## config.mk

```make
export PLATFORM = sky130hd
export DESIGN_NAME = pin_scan_chain
export DESIGN_NICKNAME = d
export VERILOG_FILES = /design/src/rtl/pin_scan_chain.sv
export SDC_FILE = /design/constraint.sdc
export NUM_CORES = 1
export LEC_CHECK = 0
export ABC_AREA = 1
export BUFFER_PORTS_ARGS = -buffer_cell sky130_fd_sc_hd__buf_4
export CAP_MARGIN = 20
export CORE_MARGIN = 2
export CORE_UTILIZATION = 45
export CTS_BUF_LIST = sky130_fd_sc_hd__clkbuf_16
export DETAILED_ROUTE_END_ITERATION = 16
export PLACE_DENSITY = 0.71
export SYNTH_ARGS = -nofsm -noshare
export SYNTH_HDL_FRONTEND = slang
export SYNTH_SLANG_ARGS = --single-unit
```

## constraint.sdc

```tcl
create_clock -name tck -period 0.88 [get_ports tck]
set_input_delay 0.132 -clock tck [delete_from_list [all_inputs] [get_ports tck]]
set_output_delay 0.132 -clock tck [all_outputs]
set_load 0.02 [all_outputs]
```

## src/rtl/pin_scan_chain.sv

```systemverilog
module pin_scan_chain #(
  parameter int NPINS = 4
) (
  input  logic             tck,
  input  logic             rst_n,
  input  logic             scan_in,
  input  logic             capture_dr,
  input  logic             shift_dr,
  input  logic             update_dr,
  input  logic             extest,
  input  logic [NPINS-1:0] core_pue,
  input  logic [NPINS-1:0] core_oe,
  input  logic [NPINS-1:0] core_do,
  output logic [NPINS-1:0] core_di,
  input  logic [NPINS-1:0] pad_di,
  output logic [NPINS-1:0] pad_pue,
  output logic [NPINS-1:0] pad_oe,
  output logic [NPINS-1:0] pad_do,
  output logic             scan_out
);
  localparam int LEN = 4 * NPINS;

  logic [LEN-1:0] sh_q, upd_q, cap;

  for (genvar p = 0; p < NPINS; p++) begin : g_pin
    assign cap[4*p]   = pad_di[p];
    assign cap[4*p+1] = core_do[p];
    assign cap[4*p+2] = core_oe[p];
    assign cap[4*p+3] = ~core_pue[p];
    assign pad_do[p]  = extest ? upd_q[4*p+1]  : core_do[p];
    assign pad_oe[p]  = extest ? upd_q[4*p+2]  : core_oe[p];
    assign pad_pue[p] = extest ? ~upd_q[4*p+3] : core_pue[p];
  end

  assign core_di  = pad_di;
  assign scan_out = sh_q[0];

  always_ff @(posedge tck or negedge rst_n)
    if (!rst_n)          sh_q <= '0;
    else if (capture_dr) sh_q <= cap;
    else if (shift_dr)   sh_q <= {scan_in, sh_q[LEN-1:1]};

  always_ff @(negedge tck or negedge rst_n)
    if (!rst_n)         upd_q <= '0;
    else if (update_dr) upd_q <= sh_q;

  p_capture_r2: assert property (@(posedge tck) disable iff (!rst_n)
    capture_dr |=> sh_q == $past(cap));

  p_shift_r3: assert property (@(posedge tck) disable iff (!rst_n)
    (shift_dr && !capture_dr) |=> sh_q == {$past(scan_in), $past(sh_q[LEN-1:1])});

  p_idle_hold_r9: assert property (@(posedge tck) disable iff (!rst_n)
    (!shift_dr && !capture_dr) |=> $stable(sh_q));

  p_update_load_r4: assert property (@(negedge tck) disable iff (!rst_n)
    update_dr |=> upd_q == $past(sh_q));

  p_latch_hold_r7: assert property (@(negedge tck) disable iff (!rst_n)
    !update_dr |=> $stable(upd_q));
endmodule

```

Word-level counts from Yosys, hierarchy flattened
Cells that the tools add are included.
Widths: inputs -> output; s select.
{"block": "totals", "output_inout_bits": 17, "register_bits": 32}
{"block": "op_classes", "bitwise": 8, "n_mux": 14, "n_reduce_logical": 1}
{"op": "$mux 16", "count": 2}
{"op": "$mux 1", "count": 12}
{"op": "$not 1->1", "count": 8}
{"op": "$reduce_bool 2->1", "count": 1}

Depth between registers and ports, before layout
Gate-level depths: netlist of run 1.
{"block": "depth", "ltp_word": 2, "depth_mapped": 5, "depth_no_buf": 4}

==> run_results.csv, run 1 <==
group,metric,value,unit
sta,finalSetupViolCount,26,
sta,slew_headroom,61.1,%
detailed_routing,viasPerCell,5.25,
hold_path,hp-class,"input port to async pin",
cells_and_area,drive_gt1_share,41.9,%
place,gp_congestion,0.834,
detailed_routing,drt-total-wl,3720,µm
sta,hold_slack,8.21,ps
cells_and_area,area_delta_synth_final,54.8,%
worst_setup_path,path_cells,"inv_2 > o21ai_4 > buf_6",
worst_setup_path,crit_family,"flip-flops",
cells_and_area,fin_cells,260,
floorplan,die_w,59.7,µm
floorplan,ios,40,
cells_and_area,diodes,0,
worst_setup_path,cpPeakStageDelay,400,ps
global_route,grt_usage,21.9,%
place,placed_cells,250,
worst_setup_path,timing.critical_path.buf_inv,2,
power,power_density,1790,nW/µm²
detailed_routing,num_vias,1364,
clocking,clock-sinks,28,
worst_setup_path,required,750,ps
yosys,synth_area_per_cell,7.94,µm²
global_route,grt_start_max_net_pins,25,
clocking,clock_latency,290,ps
worst_setup_path,cp.arrival,1430,ps
place,hpwl,2320,µm
detailed_routing,first_pass_iters,5,
power,p_leak,0.00109,µW
detailed_routing,ant_nets,0,
yosys,synth_nets,199,
clocking,ctsLongestPathBuffers,2,
yosys,yosysTopAreaCell,"dfrtp_1",
global_route,grt_pass1_vias,1316,
yosys,synth_area_leaders,"dfrtp_1 (29%), dfrtn_1 (21%), nand2_1 (18%)",
yosys,yosys_warnings,0,
sta,tightest_slew,583,ps
global_route,grt_pass1_wl,5720,µm
clocking,cts_root_buf,"clkbuf_16",
global_route,gr-total-overflow,0,
sta,drv_slew,0,
sta,worst_slack,-686,ps
run,drv_cap,0,
power,ir_drop,1.18,mV
clocking,cts_tree,"done",
floorplan,core_area,3000,µm²
clocking,clk_pin_slew,50,ps
worst_setup_path,start_kind,"register",
detailed_routing,drc,0,
worst_setup_path,cp_slowest_cell,"dfrtn_1",
worst_setup_path,r2r_cells,2,
floorplan,rows,20,
run_status,violations,"negative setup slack",
clocking,numCtsBuffers,3,
floorplan,die_h,59.7,µm
cells_and_area,nets,251,
yosys,ys_seq_area_share,50.1,%
yosys,syn_inst,176,
global_route,antenna_found_initial,0,
power,power.total,3880,µW
worst_setup_path,crit_path_end_kind,"output port",
worst_setup_path,cp.depth,3,
run_status,status,"finished with violations",
floorplan,die-area,3570,µm²
detailed_routing,drt_iter0_drc,34,
yosys,ys_ff_latch,28,
sta,finClkSkew,26.6,ps
place,portBuffers,39,
detailed_routing,routedWlPerCell,14.3,µm
clocking,htreeDepth,1,
sta,hold_violations,0,
yosys,synth.top_cell.area_share,28.6,%
sta,rsz0062_at_grt,"true",
yosys,synth_cell_type_count,12,
worst_setup_path,critPathKind,"register to output port",
floorplan,initial_core_util,46.5,%
worst_setup_path,crit_fanout,2,
place,preCtsSetupSlack,-391,ps
yosys,netlist_area,1400,µm²
==> placed cells by master, fill, tap and decap left out <==
cell type	count
buf_12	2
buf_4	40
buf_6	17
bufinv_16	1
clkbuf_16	3
dfrtn_1	12
dfrtp_1	16
dlygate4sd3_1	1
dlymetal6s4s_1	1
inv_1	6
inv_2	9
nand2_1	66
nand2_2	2
nand3_1	18
nand3_2	8
nor2_8	1
o21ai_1	12
o21ai_4	12
==> what timing repair did <==
item,in CTS,in global routing
resized for setup,29,11
hold buffers,2,0
buffers inserted,3,4
pin swaps,2,2
endpoints found under the hold margin,12,0
setup endpoints to repair,25,41
==> per-layer routing <==
layer / GRT usage (%) / wire length (µm)
met5: 0 / 0
met4: 12.7 / 107
met3: 3.25 / 175
met2: 34.8 / 1800
met1: 28.5 / 1640
==> cell type report <==
class / count / area [µm²]
Inverter: 15 / 56.3
Timing Repair Buffer: 61 / 554
Fill cell: 224 / 840
Tap cell: 33 / 41.3
Multi-Input combinational cell: 119 / 706
Sequential cell: 28 / 701
Clock inverter: 1 / 30.0
Clock buffer: 3 / 75.1
==> stage by stage <==
step           area [µm²]  util [%]  setup TNS, ps
2_1_floorplan        1540         -          -5550
3_5_place_dp         1900      63.3          -7170
3_3_place_gp         1900      63.3          -6890
5_1_grt              2160      72.0         -11250
4_1_cts              2120      70.5         -11560
6_report             2160      72.0         -10450
==> kinds of logic after synthesis <==
family,synth area share (%)
DFF,50.1
buffers and inverters,11.9
and+or+nand+nor,29.4
AOI/OAI and AO/OA,8.59
==> worst paths after layout <==
path,start,to,slack [ps]
setup reg to reg,sh_q[15],upd_q[15],-230
hold / removal,rst_n,upd_q[7],8
setup / recovery,upd_q[10],pad_oe[2],-690
hold reg to reg,upd_q[6],upd_q[6],480
max in group asynchronous,rst_n,sh_q[13],240
min in group tck,core_do[0],sh_q[1],90
==> power breakdown <==
part           internal [µW]  total (µW)  switching, µW
sequential              1440        1530           93.3
combinational            478         993            514
clock                    907        1360            450
total                   2820        3880           1060
==> flip-flops by register name, summed over array words and instances (netlist names) <==
name / flops
sh_q: 16
upd_q: 12
==> synthesized netlist by cell type, drive strengths merged <==
cell and instances:
buf 14, dfrtn 12, dfrtp 16, inv 15, nand2 68, nand3 26, nor2 1, o21ai 24
No activity file was read; power rests on OpenSTA's default activity.
==> run 2, diff against run 1 <==
Settings changed: ABC_AREA 1 to unset.
==> run 2 against run 1 <==
  * The run ends with negative hold slack, negative setup slack left
  * Cell count fell by 23%
  * Clock skew rose by 5.3 ps
  * Global-route usage fell by 4.1 points
  * Utilization fell by 2.0 points
  * Design area fell by 2.7%
  * Worst hold slack got worse by 240 ps
  * Area after synthesis fell by 0.54%
  * Synthesized cell count fell by 36%
  * Non-clock buffer count rose by 3
  * Critical endpoint is now pad_do[0]
==> run_results.csv, run 2 <==
group,metric,value,unit
run_status,status,"finished with violations",
run_status,violations,"negative hold slack, negative setup slack",
power,power.total,4070,µW
floorplan,rows,20,
yosys,synthFlopType,"dfrtp_1",
clocking,clock-sinks,28,
clocking,clock_latency,290,ps
place,hpwl,2020,µm
yosys,synth_edf_count,0,
clocking,htreeDepth,1,
sta,finClkSkew,32.0,ps
yosys,synth_nets,135,
global_route,grt_usage,17.8,%
detailed_routing,num_vias,1038,
cells_and_area,area_delta_synth_final,51.4,%
power,seqPwrFrac,39.0,%
clocking,cts_tree,"done",
detailed_routing,dr_wl_met2,1560,µm
power,power_density,1940,nW/µm²
sta,slew_headroom,77.3,%
cells_and_area,final_common_cell,"buf_4",
yosys,yosysTopAreaCell,"dfrtp_1",
cells_and_area,largest_register,"sh_q",
worst_setup_path,cp_slowest_cell,"dfrtn_1",
yosys,netlist_area,1390,µm²
power,ir_drop,0.911,mV
yosys,synth_area_leaders,"dfrtp_1 (29%), dfrtn_1 (22%), mux2i_1 (15%)",
cells_and_area,nets,192,
cells_and_area,finish.instance_area,2100,µm²
yosys,yosysMostFrequentCell,"mux2i_1",
cells_and_area,fin_cells,201,
worst_setup_path,crit_fanout,2,
clocking,numCtsBuffers,3,
floorplan,die_h,59.6,µm
yosys,synth_commonest_cells,"mux2i_1 (21), mux2_2 (17), dfrtp_1 (16)",
power,combPwrFrac,27.8,%
worst_setup_path,required,750,ps
power,p_leak,0.00108,µW
cells_and_area,drive_gt1_share,54.8,%
global_route,gr-total-overflow,0,
sta,tightest_slew,341,ps
detailed_routing,routed.top_layer,"met4",
detailed_routing,first_pass_iters,4,
power,internal_power,3070,µW
power,clkPwrFrac,33.2,%
worst_setup_path,cp.arrival,1490,ps
worst_setup_path,start_kind,"register",
worst_setup_path,path_cells,"mux2_4 > buf_6",
detailed_routing,wl_met3,137,µm
place,portBuffers,39,
worst_setup_path,critPathKind,"register to output port",
detailed_routing,routedWlPerCell,15.4,µm
sta,rsz0062_at_grt,"true",
cells_and_area,diodes,0,
power,power_switching,1010,µW
floorplan,initial_core_util,46.3,%
floorplan,core_area,3000,µm²
place,preCtsSetupSlack,-445,ps
global_route,grt_pass1_vias,1052,
clocking,cts_root_buf,"clkbuf_16",
detailed_routing,drt-met1-wl,1380,µm
cells_and_area,largest_register_ffs,16,
power,swShare,24.8,%
cells_and_area,reg_top3,"sh_q (16), upd_q (12)",
sta,finalSetupViolCount,29,
yosys,synth_area_per_cell,12.4,µm²
yosys,ys_ff_latch,28,
detailed_routing,ant_nets,0,
run,drv_cap,0,
floorplan,ios,40,
sta,hold_violations,14,
yosys,yosys_warnings,0,
yosys,async_reset_ff_share,100,%
cells_and_area,final_cell_mix,"buf_4 (39), buf_6 (25), mux2_4 (20), mux2i_1 (20), dfrtp_1 (16)",
place,placed_cells,188,
global_route,grt_start_max_net_pins,29,
yosys,syn_inst,112,
global_route,grt_pass1_wl,4770,µm
detailed_routing,drt-total-wl,3090,µm
yosys,synth_cell_type_count,15,
floorplan,die_w,59.6,µm
yosys,synth.top_cell.area_share,28.8,%
detailed_routing,drc,0,
sta,hold_slack,-234,ps
global_route,antenna_found_initial,0,
sta,drv_slew,0,
sta,worst_slack,-741,ps
detailed_routing,drt_iter0_drc,31,
place,gp_congestion,0.682,
floorplan,die-area,3550,µm²
detailed_routing,viasPerCell,5.16,
clocking,clk_pin_slew,70,ps
worst_setup_path,cpPeakStageDelay,360,ps
worst_setup_path,r2r_cells,1,
place,post_dp_cell_area,1840,µm²
worst_setup_path,crit_path_end_kind,"output port",
hold_path,hp-class,"input port to async pin",
clocking,ctsLongestPathBuffers,2,
yosys,ys_seq_area_share,50.4,%
run 2: cell types whose count changed after synthesis, sizes merged:
cell,before,now
nand2,68,12
nand3,26,0
mux2i,0,21
mux2,0,20
inv,15,1
o21ai,24,12
a21oi,0,3
buf,14,12
nor2,1,3
run 2: logic make-up after synthesis:
logic type,synth area share (%)
mux,32.1
flops,50.4
buf+inv,8.01
compound gates,5.40
simple gates,4.05
run 2: path summary, 6_finish.rpt:
path,start,to,slack (ps)
setup / recovery,upd_q[1],pad_do[0],-740
hold / removal,rst_n,sh_q[1],-230
setup reg to reg,sh_q[1],upd_q[1],-360
hold reg to reg,upd_q[9],upd_q[9],470
max in group asynchronous,rst_n,upd_q[14],520
min in group tck,core_pue[1],sh_q[7],50
run 2: per-stage QoR:
step                      util, %  TNS, ps
after floorplan                 -    -7400
after global placement       61.2    -9780
after detailed placement     61.2    -9920
after CTS                    68.3   -12760
after global routing         70.1   -13570
final                        70.1   -12780
run 2: critical path: cells and delay by family, from the launching register on:
family | cells | cell delay (ps)
buffers and inverters | 1 | 130
muxes | 1 | 270
DFF | 1 | 360
run 2: layout make-up:
cell class / count / area [µm²]
clock buffer: 3 / 75.1
clock inverter: 1 / 30.0
fill: 215 / 898
inverter: 1 / 3.75
multi-input combinational: 71 / 679
sequential: 28 / 701
tap: 33 / 41.3
timing repair buffer: 64 / 574
run 2: power by group through the flow:
stage	clock, µW	combinational, µW	sequential (µW)
global route	1440	1210	1600
global placement	0	925	1580
finish	1350	1130	1590
detailed placement	0	951	1590
CTS	1360	1080	1580
floorplan	0	575	1580
run 2: per-layer routing:
layer  vias up  GRT usage, %
met5         -             0
met4         0          4.76
met3         2          2.62
li1        498             -
met2        27          31.9
met1       511          22.3
run 2: repair_timing:
action / 4_1_cts / 5_1_grt
pin swaps: 1 / 5
setup endpoints to repair: 27 / 39
buffers inserted: 7 / 5
resized for setup: 18 / 13
hold endpoints to repair: 14 / 14
